<file path="config.mk">
export PLATFORM = sky130hd
export DESIGN_NAME = vram_slot_arbiter
export DESIGN_NICKNAME = d
export VERILOG_FILES = /design/src/rtl/vram_arb_pkg.sv /design/src/rtl/vram_slot_counter.sv /design/src/rtl/vram_slot_policy.sv /design/src/rtl/vram_cmd_stage.sv /design/src/rtl/vram_rd_tracker.sv /design/src/rtl/vram_slot_arbiter.sv
export SDC_FILE = /design/constraint.sdc
export NUM_CORES = 1
export LEC_CHECK = 0
export ABC_AREA = 1
export BUFFER_PORTS_ARGS = -buffer_cell sky130_fd_sc_hd__buf_2
export CAP_MARGIN = 0
export CORE_MARGIN = 2
export CORE_UTILIZATION = 44
export CTS_CLUSTER_SIZE = 10
export DETAILED_ROUTE_END_ITERATION = 8
export PLACE_DENSITY = 0.86
export SLEW_MARGIN = 10
export SYNTH_ARGS = -nofsm -noshare
export SYNTH_HDL_FRONTEND = slang
export SYNTH_SLANG_ARGS = --single-unit
</file>
<file path="constraint.sdc">
create_clock -name clk -period 2.02 [get_ports clk]
set_clock_uncertainty 0.2 [all_clocks]
set_input_delay 0.404 -clock clk [delete_from_list [all_inputs] [get_ports clk]]
set_output_delay 0.404 -clock clk [all_outputs]
set_load 0.01 [all_outputs]
</file>
<file path="src/rtl/vram_arb_pkg.sv">
package vram_arb_pkg;
  typedef enum logic [1:0] {
    OWN_NONE = 2'd0,
    OWN_SPR  = 2'd1,
    OWN_PAT  = 2'd2,
    OWN_HOST = 2'd3
  } vram_client_e;
endpackage

</file>
<file path="src/rtl/vram_slot_counter.sv">
module vram_slot_counter #(
  parameter int SLOTS = 60,
  parameter int SW    = $clog2(SLOTS)
) (
  input  logic          clk,
  input  logic          rst_n,
  input  logic          pix_sync,
  output logic [SW-1:0] slot_cur
);
  localparam logic [SW-1:0] LAST = SW'(SLOTS - 1);

  logic [SW-1:0] slot_q;
  logic [SW-1:0] slot_d;

  // strobe forces the current cycle to slot 0
  always_comb begin
    slot_cur = pix_sync ? '0 : slot_q;
    slot_d   = (slot_cur == LAST) ? '0 : slot_cur + 1'b1;
  end

  always_ff @(posedge clk or negedge rst_n) begin
    if (!rst_n) slot_q <= '0;
    else        slot_q <= slot_d;
  end

  assert_slot_range_R1: assert property (@(posedge clk) disable iff (!rst_n)
    slot_q <= LAST);
endmodule

</file>
<file path="src/rtl/vram_slot_policy.sv">
module vram_slot_policy
  import vram_arb_pkg::*;
#(
  parameter int SLOTS     = 60,
  parameter int SPR_SLOTS = 32,
  parameter int PAT_SLOTS = 16,
  parameter int SW        = $clog2(SLOTS)
) (
  input  logic          clk,
  input  logic          rst_n,
  input  logic [SW-1:0] slot_cur,
  input  logic          blank,
  input  logic          spr_req,
  input  logic          pat_req,
  input  logic          host_req,
  input  logic          host_hold,
  output vram_client_e  sel
);
  localparam int PAT_END = SPR_SLOTS + PAT_SLOTS;

  logic [SLOTS-1:0] spr_map;
  logic [SLOTS-1:0] pat_map;
  logic             spr_own;
  logic             pat_own;
  logic             host_ok;

  // reservation maps built per slot
  for (genvar g = 0; g < SLOTS; g++) begin : g_map
    if (g < SPR_SLOTS) begin : g_spr
      assign spr_map[g] = 1'b1;
      assign pat_map[g] = 1'b0;
    end else if (g < PAT_END) begin : g_pat
      assign spr_map[g] = 1'b0;
      assign pat_map[g] = 1'b1;
    end else begin : g_free
      assign spr_map[g] = 1'b0;
      assign pat_map[g] = 1'b0;
    end
  end

  always_comb begin
    spr_own = spr_map[slot_cur] & ~blank;
    pat_own = pat_map[slot_cur] & ~blank;
    host_ok = host_req & ~host_hold;
    if (spr_own && spr_req)      sel = OWN_SPR;
    else if (pat_own && pat_req) sel = OWN_PAT;
    else if (host_ok)            sel = OWN_HOST;
    else                         sel = OWN_NONE;
  end

  assert_owner_slot_R6: assert property (@(posedge clk) disable iff (!rst_n)
    (sel == OWN_SPR) |-> (slot_cur < SW'(SPR_SLOTS)));
endmodule

</file>
<file path="src/rtl/vram_cmd_stage.sv">
module vram_cmd_stage
  import vram_arb_pkg::*;
#(
  parameter int AW = 19,
  parameter int DW = 16
) (
  input  logic          clk,
  input  logic          rst_n,
  input  vram_client_e  sel,
  input  logic [AW-1:0] spr_addr,
  input  logic [AW-1:0] pat_addr,
  input  logic          host_we,
  input  logic [AW-1:0] host_addr,
  input  logic [DW-1:0] host_wdata,
  output logic          mem_en,
  output logic          mem_we,
  output logic [AW-1:0] mem_addr,
  output logic [DW-1:0] mem_wdata,
  output logic          gnt_spr,
  output logic          gnt_pat,
  output logic          gnt_host
);
  logic          en_d;
  logic          we_d;
  logic [AW-1:0] addr_d;
  logic [2:0]    gnt_d;

  always_comb begin
    en_d   = (sel != OWN_NONE);
    we_d   = (sel == OWN_HOST) & host_we;
    gnt_d  = {sel == OWN_SPR, sel == OWN_PAT, sel == OWN_HOST};
    unique case (sel)
      OWN_SPR:  addr_d = spr_addr;
      OWN_PAT:  addr_d = pat_addr;
      OWN_HOST: addr_d = host_addr;
      default:  addr_d = mem_addr;
    endcase
  end

  always_ff @(posedge clk or negedge rst_n) begin
    if (!rst_n) begin
      mem_en   <= 1'b0;
      mem_we   <= 1'b0;
      gnt_spr  <= 1'b0;
      gnt_pat  <= 1'b0;
      gnt_host <= 1'b0;
    end else begin
      mem_en   <= en_d;
      mem_we   <= we_d;
      gnt_spr  <= gnt_d[2];
      gnt_pat  <= gnt_d[1];
      gnt_host <= gnt_d[0];
    end
  end

  // address held when idle, write data loaded only on a write
  always_ff @(posedge clk or negedge rst_n) begin
    if (!rst_n)    mem_addr <= '0;
    else if (en_d) mem_addr <= addr_d;
  end

  always_ff @(posedge clk or negedge rst_n) begin
    if (!rst_n)    mem_wdata <= '0;
    else if (we_d) mem_wdata <= host_wdata;
  end

  assert_write_host_R4: assert property (@(posedge clk) disable iff (!rst_n)
    mem_we |-> (mem_en && gnt_host));
endmodule

</file>
<file path="src/rtl/vram_rd_tracker.sv">
module vram_rd_tracker #(
  parameter int RD_LAT = 2
) (
  input  logic clk,
  input  logic rst_n,
  input  logic cmd_rd,
  input  logic gnt_spr,
  input  logic gnt_pat,
  input  logic gnt_host,
  output logic rvalid_spr,
  output logic rvalid_pat,
  output logic rvalid_host
);
  logic [2:0] stage_q [RD_LAT];
  logic [2:0] stage_d [RD_LAT];

  always_comb begin
    stage_d[0] = {gnt_spr, gnt_pat, gnt_host} & {3{cmd_rd}};
    for (int i = 1; i < RD_LAT; i++) stage_d[i] = stage_q[i-1];
  end

  for (genvar s = 0; s < RD_LAT; s++) begin : g_stage
    always_ff @(posedge clk or negedge rst_n) begin
      if (!rst_n) stage_q[s] <= '0;
      else        stage_q[s] <= stage_d[s];
    end
  end

  assign {rvalid_spr, rvalid_pat, rvalid_host} = stage_q[RD_LAT-1];

  assert_valid_single_R9: assert property (@(posedge clk) disable iff (!rst_n)
    $onehot0({rvalid_spr, rvalid_pat, rvalid_host}));
endmodule

</file>
<file path="src/rtl/vram_slot_arbiter.sv">
module vram_slot_arbiter
  import vram_arb_pkg::*;
#(
  parameter int SLOTS     = 60,
  parameter int SPR_SLOTS = 32,
  parameter int PAT_SLOTS = 16,
  parameter int AW        = 19,
  parameter int DW        = 16,
  parameter int RD_LAT    = 2
) (
  input  logic          clk,
  input  logic          rst_n,
  input  logic          pix_sync,
  input  logic          blank,
  input  logic          spr_req,
  input  logic [AW-1:0] spr_addr,
  input  logic          pat_req,
  input  logic [AW-1:0] pat_addr,
  input  logic          host_req,
  input  logic          host_we,
  input  logic [AW-1:0] host_addr,
  input  logic [DW-1:0] host_wdata,
  output logic          mem_en,
  output logic          mem_we,
  output logic [AW-1:0] mem_addr,
  output logic [DW-1:0] mem_wdata,
  input  logic [DW-1:0] mem_rdata,
  output logic          gnt_spr,
  output logic          gnt_pat,
  output logic          gnt_host,
  output logic          rvalid_spr,
  output logic          rvalid_pat,
  output logic          rvalid_host,
  output logic [DW-1:0] rd_data
);
  localparam int SW = $clog2(SLOTS);
  localparam int WW = $clog2(SLOTS + 2);

  // reset: asynchronous assert, synchronous release
  logic rst_meta_q;
  logic rst_sync_q;
  always_ff @(posedge clk or negedge rst_n) begin
    if (!rst_n) begin
      rst_meta_q <= 1'b0;
      rst_sync_q <= 1'b0;
    end else begin
      rst_meta_q <= 1'b1;
      rst_sync_q <= rst_meta_q;
    end
  end

  logic [SW-1:0] slot_cur;
  vram_client_e  sel;

  vram_slot_counter #(.SLOTS(SLOTS), .SW(SW)) u_cnt (
    .clk      (clk),
    .rst_n    (rst_sync_q),
    .pix_sync (pix_sync),
    .slot_cur (slot_cur)
  );

  vram_slot_policy #(
    .SLOTS(SLOTS), .SPR_SLOTS(SPR_SLOTS), .PAT_SLOTS(PAT_SLOTS), .SW(SW)
  ) u_pol (
    .clk       (clk),
    .rst_n     (rst_sync_q),
    .slot_cur  (slot_cur),
    .blank     (blank),
    .spr_req   (spr_req),
    .pat_req   (pat_req),
    .host_req  (host_req),
    .host_hold (gnt_host),
    .sel       (sel)
  );

  vram_cmd_stage #(.AW(AW), .DW(DW)) u_cmd (
    .clk        (clk),
    .rst_n      (rst_sync_q),
    .sel        (sel),
    .spr_addr   (spr_addr),
    .pat_addr   (pat_addr),
    .host_we    (host_we),
    .host_addr  (host_addr),
    .host_wdata (host_wdata),
    .mem_en     (mem_en),
    .mem_we     (mem_we),
    .mem_addr   (mem_addr),
    .mem_wdata  (mem_wdata),
    .gnt_spr    (gnt_spr),
    .gnt_pat    (gnt_pat),
    .gnt_host   (gnt_host)
  );

  vram_rd_tracker #(.RD_LAT(RD_LAT)) u_rd (
    .clk         (clk),
    .rst_n       (rst_sync_q),
    .cmd_rd      (mem_en & ~mem_we),
    .gnt_spr     (gnt_spr),
    .gnt_pat     (gnt_pat),
    .gnt_host    (gnt_host),
    .rvalid_spr  (rvalid_spr),
    .rvalid_pat  (rvalid_pat),
    .rvalid_host (rvalid_host)
  );

  assign rd_data = mem_rdata;

  // host wait tracker for the bound check
  logic [WW-1:0] wait_q;
  always_ff @(posedge clk or negedge rst_sync_q) begin
    if (!rst_sync_q)                 wait_q <= '0;
    else if (!host_req || gnt_host)  wait_q <= '0;
    else if (wait_q != WW'(SLOTS+1)) wait_q <= wait_q + 1'b1;
  end

  assert_host_wait_R10: assert property (@(posedge clk) disable iff (!rst_sync_q)
    wait_q <= WW'(SLOTS));

  assert_one_grant_R11: assert property (@(posedge clk) disable iff (!rst_sync_q)
    $onehot0({gnt_spr, gnt_pat, gnt_host}) && (mem_en == (gnt_spr | gnt_pat | gnt_host)));

  assert_spr_req_R2: assert property (@(posedge clk) disable iff (!rst_sync_q)
    gnt_spr |-> $past(spr_req));

  assert_pat_req_R3: assert property (@(posedge clk) disable iff (!rst_sync_q)
    gnt_pat |-> $past(pat_req));

  assert_blank_host_R7: assert property (@(posedge clk) disable iff (!rst_sync_q)
    ($past(blank) && mem_en) |-> gnt_host);

  assert_no_back_to_back_R13: assert property (@(posedge clk) disable iff (!rst_sync_q)
    gnt_host |=> !gnt_host);
endmodule

</file>
==> results of run 1 <==
synth_stat cells, drive strengths merged:
library cell | instances | area, um^2
a21oi | 2 | 21.3
buf | 29 | 244
clkbuf | 2 | 8.75
conb | 1 | 3.75
dfrtp | 54 | 1350
ha | 1 | 12.5
inv | 21 | 78.8
nand2 | 113 | 439
nand3 | 34 | 188
nor2 | 70 | 284
o211ai | 1 | 7.51
o21ai | 18 | 90.1
power breakdown:
part / internal, mW / switching, mW
Clock: 0.404 / 0.329
Combinational: 0.243 / 0.325
Sequential: 1.22 / 0.0735
stage by stage:
stage	power, mW	setup WS [ps]	cell area [um^2]	hold WS [ps]
6_report	2.59	360	3400	10.6
5_1_grt	2.76	175	3400	52.7
4_1_cts	2.63	346	3400	27.1
3_5_place_dp	1.89	126	3280	-5.65
3_3_place_gp	1.86	156	3280	-9.26
2_1_floorplan	1.65	205	2730	-91.6
worst reg2reg max path: cells and delay by family (launching register included):
kind	cells	cell delay [ps]
simple gates	6	470
buf+inv	3	520
flops	1	400
what timing repair did:
item                                    4_1_cts  5_1_grt
buffers inserted                              0        0
hold buffers                                  1        0
hold endpoints to repair                      2        0
endpoints found under the setup margin        0        0
gates resized for setup                       0        0
state kept, by name (all words and copies together) (netlist names):
| signal | count |
|---|---|
| u_cmd.gnt_host | 1 |
| u_cmd.mem_we | 1 |
| u_rd.rvalid_pat | 1 |
| u_cmd.mem_addr | 19 |
| u_rd.rvalid_host | 1 |
| u_cnt.slot_q | 6 |
| u_cmd.mem_wdata | 16 |
| u_cmd.gnt_pat | 1 |
| u_rd.rvalid_spr | 1 |
| rst_meta_q | 1 |
| u_cmd.gnt_spr | 1 |
| u_cmd.mem_en | 1 |
| u_rd.stage_d | 3 |
| rst_sync_q | 1 |
kinds of logic (layout without fill, tap and decap cells):
group / Yosys count / count (layout)
compound gates: 21 / 21
simple gates: 217 / 217
buf+inv: 52 / 160
flops: 54 / 54
other cells: 1 / 1
fa+ha+maj: 1 / 1
layer usage:
layer	share of wire [%]	global-route usage (%)	up-vias
met3	8.6	4.57	4
met5	0	0	-
met1	41	24.9	1175
met4	0.45	4.59	0
met2	50	32.7	95
li1	-	-	1262
cell type report:
| class | count | area, um^2 |
|---|---|---|
| Clock buffer | 7 | 86.3 |
| Tap cell | 75 | 93.8 |
| Fill cell | 565 | 2550 |
| Clock inverter | 1 | 30.0 |
| Inverter | 21 | 78.8 |
| Timing Repair Buffer | 131 | 716 |
| Multi-Input combinational cell | 240 | 1050 |
| Sequential cell | 54 | 1350 |
worst paths after layout:
path	startpoint	end	depth (start not counted)	slack (ps)
hold / removal	rst_sync_q	u_cmd.mem_addr[18]	0	10
setup reg to reg	u_cnt.slot_q[5]	u_cmd.mem_addr[10]	9	360
hold reg to reg	rst_sync_q	u_cmd.mem_addr[18]	0	10
setup / recovery	u_cnt.slot_q[5]	u_cmd.mem_addr[10]	9	360
max in group asynchronous	rst_sync_q	u_cmd.mem_we	1	1080
min in group clk	host_wdata[8]	u_cmd.mem_wdata[8]	3	100
==> key figures, run 1 <==
Global routing
  – Total gr overflow: 0
  – First-pass GRT wire length: 10,000 um
  – Pin count of the biggest net entering global routing: 40
  – Total Routing Usage GR: 19.2%
  – Initial antenna violation count: 0
  – Vias in the first global route: 2,257

Synthesis
  – Library cells used by synthesis: 24
  – Area share of and/or/nand/nor cells after synthesis: 33.4%
  – Synth Area in Compound Gates: 4.36%
  – Post-synthesis sequential area ratio: 49.5%
  – Largest family of logic cells by synthesized area: simple AND/OR/NAND/NOR gates
  – Synthesized area: 0.00273 mm^2
  – Synth warn: 0
  – Synthesized instance count: 346
  – Avg Inst Size Synth: 7.89 um^2
  – Seq cells post-synth: 54
  – Post-Synth Adder-Cell Area: 0.459%
  – Multiplexer share of the synthesized area: 0%
  – Synthesized net count: 444
  – Synth Area in XOR/XNOR: 0%

Route
  – WL/cell: 12.5 um
  – DRT iter0 DRCs: 106
  – Total Wirelength: 6600 um
  – DRC: 0
  – DRT Pass-1 Iters: 5
  – Drt via density: 4.79
  – Vias: 2,536
  – Final antenna-violating net count: 0

Die
  – Num ports: 156
  – Rows: 28
  – Height of the die: 82.8 um
  – Die X: 82.8 um
  – Core area: 0.00596 mm^2
  – Initial cell density of the core: 45.8%
  – Die area: 0.00685 mm^2

Layout
  – Syn-to-layout area delta: 24.7%
  – Non-filler cells, final: 529
  – Inserted Diodes: 0
  – Commonest non-fill, non-tap cells in the layout: buf_2 (123), nand2_1 (111), nor2_1 (67), dfrtp_1 (53), nand3_1 (32)
  – Share of cells above drive strength 1: 32.8%
  – Util after Layout: 57.1%
  – Commonest non-fill, non-tap cell in the layout: buf_2
  – Nets@finish: 551

Worst setup path
  – Worst path bufs/invs: 3
  – Startpoint class of the critical path: register
  – CP max stage delay: 400 ps
  – Top Family by Delay on Critical Path: buffers and inverters
  – Critical Path End Type: register
  – Setup CP Type: reg -> reg
  – Critical path required time: 2050 ps
  – Worst Path Max Fanout: 7
  – Critical path arrival: 1690 ps
  – Critical path's slowest cell: dfrtp_1
  – Cell breakdown of the critical path: nand2_4 > inv_2 > nand3_4 > inv_1 > buf_4 > nand2_1 > nand2_1 > nor2_1 > nor2_1

Hold path
  – Worst Hold Class: reg -> async

CTS
  – Worst-Skew Late Latency: 300 ps
  – CTS tree: done
  – H-tree levels: 2
  – Reg clk slew, reported paths: 100 ps
  – Root Driver: clkbuf_8
  – CTS buffer count: 5
  – CTS Buffer Depth: 2
  – Clock sink count: 54

Run
  – Max cap viols: 0

Timing
  – RSZ-0062 raised after global routing: no
  – Finish-stage setup viols: 0
  – Final Max Slew Viols: 0
  – Final hold violations: 0
  – Fin crit period: 1660 ps
  – Fmax: 602 MHz
  – Final worst path period share: 82.2%
  – Total Neg Setup Slack: 0 ps

Power
  – Max IR drop VDD: 0.469 mV
  – Pwr per Cell Area: 762 mW/mm^2
  – P_leak: 1.96 nW

Placement
  – Buffers on Ports: 123
  – RD Place Congestion: 0.801
  – Placed cell count: 520
  – HPWL Detailed: 5050 um

Outcome
  – Outcome: completed
No activity file was read; power rests on OpenSTA's default activity.
==> run 2, diff against run 1 <==
--- a/config.mk
+++ b/config.mk
@@ -5,14 +5,14 @@
 export SDC_FILE = /design/constraint.sdc
 export NUM_CORES = 1
 export LEC_CHECK = 0
-export ABC_AREA = 1
+export ABC_AREA = 0
 export BUFFER_PORTS_ARGS = -buffer_cell sky130_fd_sc_hd__buf_2
 export CAP_MARGIN = 0
 export CORE_MARGIN = 2
-export CORE_UTILIZATION = 44
+export CORE_UTILIZATION = 38
 export CTS_CLUSTER_SIZE = 10
 export DETAILED_ROUTE_END_ITERATION = 8
-export PLACE_DENSITY = 0.86
+export PLACE_DENSITY = 0.82
 export SLEW_MARGIN = 10
 export SYNTH_ARGS = -nofsm -noshare
 export SYNTH_HDL_FRONTEND = slang
==> constraint.sdc (replaced) <==
create_clock -name clk -period 1.4 [get_ports clk]
set_clock_uncertainty 0.2 [all_clocks]
set_input_delay 0.28 -clock clk [delete_from_list [all_inputs] [get_ports clk]]
set_output_delay 0.28 -clock clk [all_outputs]
set_load 0.01 [all_outputs]
==> run 2 against run 1 <==
The flow now finishes with violations (hold timing, setup timing); routed wire length up 11%; worst setup slack worse by 750 ps; via count down 13%.
==> key figures, run 2 <==
Die
  – Rows: 29
  – Die area: 0.00710 mm^2
  – Height of the die: 84.3 um
  – Die X: 84.3 um
  – Core area: 0.00628 mm^2
  – Initial cell density of the core: 39.0%
  – Num ports: 156

Placement
  – RD Place Congestion: 0.764
  – Placed cell count: 390
  – Buffers on Ports: 123
  – HPWL Detailed: 4820 um
  – Placed cell areas: 0.00319 mm^2

CTS
  – Clock sink count: 54
  – CTS buffer count: 5
  – Worst-Skew Late Latency: 310 ps
  – CTS Buffer Depth: 2
  – CTS tree: done
  – Reg clk slew, reported paths: 100 ps
  – H-tree levels: 2
  – Root Driver: clkbuf_8

Synthesis
  – Post-synth EDFFs: 0
  – Post-synth top area cell: dfrtp_1
  – Top-count cell post-synth: dfrtp_1
  – Top post-synthesis cells by area: dfrtp_1 (55%), a2bb2oi_1 (6.8%), a22oi_1 (5.8%), mux2_4 (5.5%), buf_4 (4.9%)
  – Seq cells post-synth: 54
  – Avg Inst Size Synth: 12.4 um^2
  – Library cells used by synthesis: 33
  – Post-synth top cells: dfrtp_1 (54), a22oi_1 (19), a2bb2oi_1 (19), o22ai_1 (19), buf_4 (16)
  – Synth warn: 0
  – Synthesized net count: 295
  – Post-synth top area share: 55.2%
  – Synthesized instance count: 197
  – Post-synthesis sequential area ratio: 55.2%
  – Most used DFF post-synth: dfrtp_1
  – Asr flop ratio synth: 100%
  – Synthesized area: 0.00245 mm^2

Layout
  – Non-filler cells, final: 419
  – Largest regs: u_cmd.mem_addr (19), u_cmd.mem_wdata (16), u_cnt.slot_q (6)
  – Util after Layout: 61.6%
  – Commonest non-fill, non-tap cell in the layout: buf_2
  – Nets@finish: 439
  – Largest register FFs: 19
  – Commonest non-fill, non-tap cells in the layout: buf_2 (122), dfrtp_1 (52), a22oi_1 (19), a2bb2oi_2 (17), dlygate4sd3_1 (14)
  – Share of cells above drive strength 1: 64.3%
  – Largest Register: u_cmd.mem_addr
  – Syn-to-layout area delta: 57.8%
  – Final Cell Area: 0.00386 mm^2
  – Inserted Diodes: 0

Worst setup path
  – RR Startpoint: u_cnt.slot_q[5]
  – Critical path arrival: 1780 ps
  – Critical path required time: 1400 ps
  – Setup CP Type: reg -> reg
  – Critical Path End Type: register
  – Startpoint class of the critical path: register
  – Critical Path Start: u_cnt.slot_q[5]
  – Reg2reg path depth: 5
  – Worst Path Max Fanout: 17

Timing
  – Final worst path period share: 128%
  – Final hold violations: 4
  – WHS: -0.779 ps
  – Final Max Slew Viols: 0
  – Fin crit period: 1790 ps
  – RSZ-0062 raised after global routing: yes
  – Fmax: 560 MHz
  – Setup WS post-layout: -386 ps
  – Finish-stage setup viols: 40

Global routing
  – Total Routing Usage GR: 20.1%
  – Vias in the first global route: 2,290
  – Total gr overflow: 0
  – Initial antenna violation count: 0
  – First-pass GRT wire length: 11,300 um
  – Pin count of the biggest net entering global routing: 21

Route
  – Total Wirelength: 7330 um
  – WL/cell: 17.5 um
  – DRT Pass-1 Iters: 4
  – Final antenna-violating net count: 0
  – Vias: 2,208
  – DRC: 0
  – Drt via density: 5.27
  – DRT iter0 DRCs: 71

Outcome
  – Outcome: finished with violations
  – Failing checks: hold timing, setup timing

Run
  – Max cap viols: 0

Power
  – Pwr per Cell Area: 1030 mW/mm^2
  – Power Total: 3.99 mW
  – P_leak: 1.83 nW
  – Max IR drop VDD: 0.622 mV

Hold path
  – Worst Hold Class: reg -> async
[run 2: worst max-delay path, stage by stage (launching register included)]
cell	delay, ps
dfrtp_1	390
nor2b_4	140
mux2i_4	190
o2111ai_4	210
buf_12	200
mux2_2	350
[run 2: metal layers]
layer  vias to the layer above  GRT usage, %  share of wire, %  wire length (um)
li1                        999             -                 -                 -
met1                      1101          24.5                39              2880
met2                        91          35.9                52              3840
met3                        17          4.72               6.4               470
met4                         0          4.84               1.9               138
met5                         -             0                 0                 0
[run 2: final cells by class]
class / instances / area, um^2
clock buffers: 7 / 86.3
inverters: 2 / 7.51
fillers: 522 / 2410
clock inverters: 1 / 5.00
multi-input cells: 111 / 1220
repair buffers: 167 / 1100
flip-flops and latches: 54 / 1350
well taps: 77 / 96.3
[run 2: repair_timing]
action / in CTS / in global routing
gates cloned: 2 / 0
resized for setup: 43 / 39
pin swaps: 4 / 24
buffers inserted: 8 / 0
hold buffers: 12 / 2
setup endpoints to repair: 43 / 45
endpoints found under the hold margin: 13 / 2
[run 2: path summary, 6_finish.rpt]
check	slack, ps	to
max in group asynchronous	560	u_cmd.mem_wdata[1]
min in group clk	10	u_cmd.mem_wdata[10]
hold / removal	-0.8	u_cmd.mem_addr[1]
hold reg to reg	-0.8	u_cmd.mem_addr[1]
setup reg to reg	-390	u_cmd.mem_wdata[6]
setup / recovery	-390	u_cmd.mem_wdata[6]
[run 2: kinds of logic after synthesis]
group | count (synthesis) | synth area share (%)
other cells | 1 | 0.153
compound gates | 65 | 20.1
mux | 17 | 9.66
fa+ha+maj | 1 | 0.511
buf+inv | 32 | 7.92
flops | 54 | 55.2
xor+xnor | 2 | 0.716
simple gates | 25 | 5.72
[run 2: power by group]
part	switching, mW	leakage (nW)	internal, mW
clock	0.509	0.0482	0.401
combinational	0.491	1.13	0.665
sequential	0.152	0.655	1.77
[run 2: through the flow]
step	hold WS (ps)	setup TNS [ps]	worst slack [ps]
3_3_place_gp	-133	-14210	-381
6_report	-0.779	-11660	-386
2_1_floorplan	-216	-12640	-483
4_1_cts	1.21	-12310	-389
3_5_place_dp	-127	-15700	-442
5_1_grt	0.0820	-13930	-424
